===== src/rtl/tmr_pkg.sv =====
package tmr_pkg;
  localparam int unsigned NUM_TAPS = 4;
  localparam int unsigned SEL_W    = $clog2(NUM_TAPS);
  typedef logic [SEL_W-1:0] tap_sel_t;
endpackage


===== src/rtl/tmr_edge_sync.sv =====
module tmr_edge_sync #(
  parameter int unsigned SYNC_STAGES = 2
) (
  input  logic clk_i,
  input  logic rst_ni,
  input  logic async_i,
  output logic rise_o
);
  logic [SYNC_STAGES-1:0] sync_q;
  logic                   prev_q;

  always_ff @(posedge clk_i or negedge rst_ni) begin
    if (!rst_ni) begin
      sync_q <= '0;
      prev_q <= 1'b0;
    end else begin
      sync_q <= {sync_q[SYNC_STAGES-2:0], async_i};
      prev_q <= sync_q[SYNC_STAGES-1];
    end
  end

  assign rise_o = sync_q[SYNC_STAGES-1] & ~prev_q;

  // one pulse per edge
  a_r1_single_tick: assert property (@(posedge clk_i) disable iff (!rst_ni)
    rise_o |=> !rise_o);
endmodule


===== src/rtl/tmr_por.sv =====
module tmr_por #(
  parameter int unsigned POR_CYCLES = 16
) (
  input  logic clk_i,
  input  logic rst_ni,
  input  logic por_en_ni,
  output logic por_active_o
);
  localparam int unsigned PW = $clog2(POR_CYCLES + 1);
  localparam logic [PW-1:0] LIMIT = PW'(POR_CYCLES);

  logic [PW-1:0] cnt_q;
  logic          done;

  assign done = (cnt_q == LIMIT);

  always_ff @(posedge clk_i or negedge rst_ni) begin
    if (!rst_ni)   cnt_q <= '0;
    else if (!done) cnt_q <= cnt_q + 1'b1;
  end

  assign por_active_o = ~por_en_ni & ~done;

  // once the window closes it never reopens
  a_r8_window_closed: assert property (@(posedge clk_i) disable iff (!rst_ni)
    done |=> !por_active_o);
endmodule


===== src/rtl/tmr_count.sv =====
module tmr_count
  import tmr_pkg::*;
#(
  parameter int unsigned CNT_W  = 16,
  parameter int unsigned N_SEL0 = 13,
  parameter int unsigned N_SEL1 = 8,
  parameter int unsigned N_SEL2 = 10,
  parameter int unsigned N_SEL3 = 16
) (
  input  logic     clk_i,
  input  logic     rst_ni,
  input  logic     clr_i,
  input  logic     tick_i,
  input  tap_sel_t sel_i,
  output logic     tap_o
);
  localparam int unsigned TAP_N [NUM_TAPS] = '{N_SEL0, N_SEL1, N_SEL2, N_SEL3};

  logic [CNT_W-1:0]    cnt_q;
  logic [NUM_TAPS-1:0] taps;
  tap_sel_t            sel_q;

  always_ff @(posedge clk_i or negedge rst_ni) begin
    if (!rst_ni)     cnt_q <= '0;
    else if (clr_i)  cnt_q <= '0;
    else if (tick_i) cnt_q <= cnt_q + 1'b1;
  end

  // select is registered; counter untouched by a change
  always_ff @(posedge clk_i or negedge rst_ni) begin
    if (!rst_ni) sel_q <= '0;
    else         sel_q <= sel_i;
  end

  for (genvar g = 0; g < NUM_TAPS; g++) begin : g_tap
    assign taps[g] = cnt_q[TAP_N[g]-1];
  end

  assign tap_o = taps[sel_q];

  a_r1_increment: assert property (@(posedge clk_i) disable iff (!rst_ni)
    (!clr_i && tick_i) |=> cnt_q == $past(cnt_q) + 1'b1);
  a_r1_hold: assert property (@(posedge clk_i) disable iff (!rst_ni)
    (!clr_i && !tick_i) |=> $stable(cnt_q));
  a_r9_sel_no_clear: assert property (@(posedge clk_i) disable iff (!rst_ni)
    (!clr_i && !tick_i && sel_i != sel_q) |=> $stable(cnt_q));
endmodule


===== src/rtl/tmr_out.sv =====
module tmr_out (
  input  logic clk_i,
  input  logic rst_ni,
  input  logic clr_i,
  input  logic tap_i,
  input  logic mode_i,
  input  logic phase_i,
  output logic out_o
);
  logic mode_q;
  logic hold_q;
  logic mode_rise;

  assign mode_rise = mode_i & ~mode_q;

  always_ff @(posedge clk_i or negedge rst_ni) begin
    if (!rst_ni) begin
      mode_q <= 1'b0;
      hold_q <= 1'b0;
    end else begin
      mode_q <= mode_i;
      if (clr_i || mode_rise)    hold_q <= 1'b0;
      else if (!mode_i && tap_i) hold_q <= 1'b1;
    end
  end

  assign out_o = phase_i ^ (mode_i ? tap_i : (hold_q | tap_i));

  // latch holds in single mode until cleared
  a_r4_latch_holds: assert property (@(posedge clk_i) disable iff (!rst_ni)
    (hold_q && !mode_i && !clr_i) |=> hold_q);
  // mode rise clears latch
  a_r6_rise_clears: assert property (@(posedge clk_i) disable iff (!rst_ni)
    mode_rise |=> !hold_q);
endmodule


===== src/rtl/prog_div_timer.sv =====
module prog_div_timer
  import tmr_pkg::*;
#(
  parameter int unsigned CNT_W      = 16,
  parameter int unsigned N_SEL0     = 13,
  parameter int unsigned N_SEL1     = 8,
  parameter int unsigned N_SEL2     = 10,
  parameter int unsigned N_SEL3     = 16,
  parameter int unsigned POR_CYCLES = 16
) (
  input  logic       clk_i,
  input  logic       rst_ni,
  input  logic       tmr_i,
  input  logic       mr_i,
  input  logic       por_en_ni,
  input  logic [1:0] sel_i,
  input  logic       mode_i,
  input  logic       phase_i,
  output logic       out_o
);
  logic tick;
  logic por_active;
  logic clr;
  logic tap;

  assign clr = mr_i | por_active;

  tmr_edge_sync #(.SYNC_STAGES(2)) u_sync (
    .clk_i   (clk_i),
    .rst_ni  (rst_ni),
    .async_i (tmr_i),
    .rise_o  (tick)
  );

  tmr_por #(.POR_CYCLES(POR_CYCLES)) u_por (
    .clk_i        (clk_i),
    .rst_ni       (rst_ni),
    .por_en_ni    (por_en_ni),
    .por_active_o (por_active)
  );

  tmr_count #(
    .CNT_W (CNT_W), .N_SEL0(N_SEL0), .N_SEL1(N_SEL1),
    .N_SEL2(N_SEL2), .N_SEL3(N_SEL3)
  ) u_count (
    .clk_i  (clk_i),
    .rst_ni (rst_ni),
    .clr_i  (clr),
    .tick_i (tick),
    .sel_i  (tap_sel_t'(sel_i)),
    .tap_o  (tap)
  );

  tmr_out u_out (
    .clk_i   (clk_i),
    .rst_ni  (rst_ni),
    .clr_i   (clr),
    .tap_i   (tap),
    .mode_i  (mode_i),
    .phase_i (phase_i),
    .out_o   (out_o)
  );

  // a cycle of master reset returns output to phase level
  a_r5_mr_phase: assert property (@(posedge clk_i) disable iff (!rst_ni)
    $past(mr_i) |-> out_o == phase_i);
endmodule


===== config.mk =====
export PLATFORM = sky130hd
export DESIGN_NAME = prog_div_timer
export DESIGN_NICKNAME = d
export VERILOG_FILES = /design/src/rtl/tmr_pkg.sv /design/src/rtl/tmr_edge_sync.sv /design/src/rtl/tmr_por.sv /design/src/rtl/tmr_count.sv /design/src/rtl/tmr_out.sv /design/src/rtl/prog_div_timer.sv
export SDC_FILE = /design/constraint.sdc
export NUM_CORES = 1
export LEC_CHECK = 0
export ABC_AREA = 1
export BUFFER_PORTS_ARGS = -buffer_cell sky130_fd_sc_hd__buf_4
export CAP_MARGIN = 0
export CORE_MARGIN = 2
export CORE_UTILIZATION = 59
export DETAILED_ROUTE_END_ITERATION = 8
export HOLD_SLACK_MARGIN = 0.12
export PLACE_DENSITY = 0.82
export SYNTH_ARGS = -nofsm -noshare
export SYNTH_HDL_FRONTEND = slang
export SYNTH_SLANG_ARGS = --single-unit

===== constraint.sdc =====
create_clock -name clk_i -period 1.64 [get_ports clk_i]
set_clock_uncertainty 0.15 [all_clocks]
set_input_delay 0.328 -clock clk_i [delete_from_list [all_inputs] [get_ports clk_i]]
set_output_delay 0.328 -clock clk_i [all_outputs]
set_load 0.01 [all_outputs]

==> summary.txt <==
row count = 18
r2r worst-path depth = 8
power per cell area = 615.1 mW/mm²
Top FF cell, synth = dfrtp_1
synth-to-layout area growth = 17.35%
synthesized net count = 206
crit path from = u_count.sel_q[0]
Setup crit start kind = register
crit path max fanout = 3
Syn Inst Count = 194
Starting Density = 0.6168
area leader, netlist = dfrtp_1
GRT overflow = 0
fmax = 550.8 MHz
P_leak = 0.8957 nW
Critical Path Sink Type = output port
EDFF count, synth = 0
Final Total Pwr = 1.083 mW
WHS = -0.009771 ns
vias = 1251
Worst-Margin Slew = 0.3468 ns
syn_area_per_cell = 7.733 µm²
Synth cell types = 21
Arr. time, crit path = 1.34 ns
Hold Startpoint = mode_i
CTS tree = done
die area = 0.002962 mm²
pin count of the biggest net entering global routing = 29
initial DRC count = 14
failing checks = negative hold slack, negative setup slack
peak supply drop = 0.5710 mV
Yosys top cell area share = 0.4671
n_diodes = 0
sequential area share after synthesis = 0.4671
Crit path top cell by count = nand2_1
clk sink count = 28
Critical Path, Cell by Cell = a21oi_2 > nand2_1 > nand2_2 > o21ai_2 > nand2_1 > nand2_1 > buf_6
nets@finish = 232
CP endpoint = out_o
Routed WL per cell = 11.38 µm
RSZ-0062 raised after global routing = yes
overall routing resource usage = 0.2154
global-route wire length before repair = 4.616 mm
DRC viols = 0
most common cell in the netlist = nand2_1
#FFs+latches synth = 28
fin util = 0.7238
final number of max-transition violations = 0
status = finished, violations left
Synth Warn # = 0
crit share post-route = 1.107
PortBufs = 9
post-place setup slack = 0.03401 ns
CP required = 1.16 ns
Fin. Hold Viols = 1
Max Cap Viol = 0
root buffer cell = clkbuf_4
critical path class = register to output port
Die Ht = 54.43 µm
commonest cells in the synthesized netlist = nand2_1, inv_1, dfrtp_1
deepest clock path buffer count = 2
Final setup viols = 1
asr flop ratio synth = 1.000
Worst-Skew Late Latency = 0.32 ns
RR Startpoint = u_por.cnt_q[1]
Avg Vias per Cell = 5.044
Post-DRT Antenna Nets = 0
placer's final routability congestion estimate = 0.8447
crit path time final = 1.816 ns
CORE AREA = 0.002432 mm²
cell area after synthesis = 0.001500 mm²
I/O pins = 10
vias in the first global route = 1182
number of detailed-route iterations in the first pass = 4
Die Width = 54.43 µm
worst setup margin = -0.1756 ns
delay of the slowest cell on the worst path = 0.44 ns
Reg clk slew, reported paths = 0.14 ns
layout cells sized above 1 = 0.1881
Slew HR = 0.7688
initial antenna violation count = 0
Worst Hold Class = input pin to register
DP HPWL = 2.097 mm
synth top area cells = dfrtp_1, nand2_1, inv_1
CP max-delay cell = dfrtp_1
CTS H-Tree Depth = 1
FF-to-FF End = u_count.cnt_q[6]
Routed WL = 2.821 mm
CTS buffer count = 3
hold buffers post-CTS = 4
R2R setup slack = 0.09 ns
[routing by layer]
| metal | vias up | GRT usage | wire [µm] |
|---|---|---|---|
| met5 | - | 0 | 0 |
| met4 | 0 | 0.07917 | 25 |
| met3 | 4 | 0.04372 | 66 |
| met2 | 15 | 0.3715 | 1472 |
| met1 | 580 | 0.2649 | 1257 |
| li1 | 652 | - | - |
[critical path: cells and delay by family (launching register included)]
family | cells | cell delay, ns
simple gates | 4 | 0.28
buf+inv | 1 | 0.12
flops | 1 | 0.44
compound gates | 2 | 0.18
[per-stage QoR]
step | cell area (µm²) | setup TNS [ns] | cells
finish | 1760 | -0.1756 | 248
global route | 1760 | -0.4306 | 248
CTS | 1703 | -0.1850 | 244
detailed placement | 1609 | 0 | 234
global placement | 1609 | 0 | 234
floorplan | 1500 | 0 | 194
[area by class of cell]
class | count | area [µm²]
clock buffer | 3 | 22.52
fill | 179 | 671.9
inverter | 33 | 123.9
multi-input combinational | 132 | 684.4
sequential | 28 | 700.7
tap | 30 | 37.54
timing repair buffer | 22 | 191.4
[report_power, final]
| group | internal [mW] | switching (mW) | total, mW |
|---|---|---|---|
| registers | 0.702 | 0.00800 | 0.710 |
| logic | 0.0475 | 0.0552 | 0.103 |
| clock network | 0.0861 | 0.185 | 0.271 |
[cell usage in the layout, fill, tap and decap left out]
master / instances
a21oi_1: 4
a21oi_2: 1
a21oi_4: 1
and3_1: 1
buf_12: 1
buf_4: 16
buf_6: 1
clkbuf_4: 3
dfrtp_1: 28
dlygate4sd3_1: 4
ha_1: 3
inv_1: 32
inv_2: 1
nand2_1: 48
nand2_2: 2
nand3_1: 16
nand3_2: 2
nand3_4: 1
nand4_1: 2
nor2_1: 21
nor2_2: 10
nor3_1: 5
nor3b_1: 1
o211ai_1: 1
o21ai_0: 6
o21ai_2: 2
xnor2_1: 2
xor2_1: 3
[repair_timing]
action                     CTS  global route
gates resized for setup      3             5
hold endpoints to repair    32             1
pin swaps                    2             3
setup endpoints to repair    1            15
setup buffers                3             4
[worst min path at each step]
| stage | to | slack [ns] | cells past startpoint |
|---|---|---|---|
| 6_report | u_out.mode_q | -0.01 | 1 |
| 5_1_grt | u_out.mode_q | -0.04 | 1 |
| 4_1_cts | u_out.mode_q | -0.02 | 1 |
| 3_5_place_dp | u_por.cnt_q[3] | 0.11 | 1 |
| 3_3_place_gp | u_por.cnt_q[3] | 0.11 | 1 |
| 2_1_floorplan | u_count.cnt_q[0] | -0.12 | 0 |
[registers in the layout (all words and copies together), names as in the netlist]
signal / flops
u_out.mode_q: 1
u_out.hold_q: 1
u_sync.sync_q: 2
u_por.cnt_q: 5
u_count.cnt_q: 16
u_count.sel_q: 2
u_sync.prev_q: 1
[kinds of logic (layout without fill, tap and decap cells)]
logic type | Yosys count | after routing | synth area share
AO/OA/AOI/OAI | 15 | 15 | 0.06172
XOR/XNOR | 5 | 5 | 0.02920
adder cells (fa/ha/maj) | 3 | 3 | 0.02502
buffers and inverters | 34 | 58 | 0.09008
flip-flops | 28 | 28 | 0.4671
AND/OR/NAND/NOR | 109 | 109 | 0.3270
Note: power is estimated with default switching activity, not from simulation.
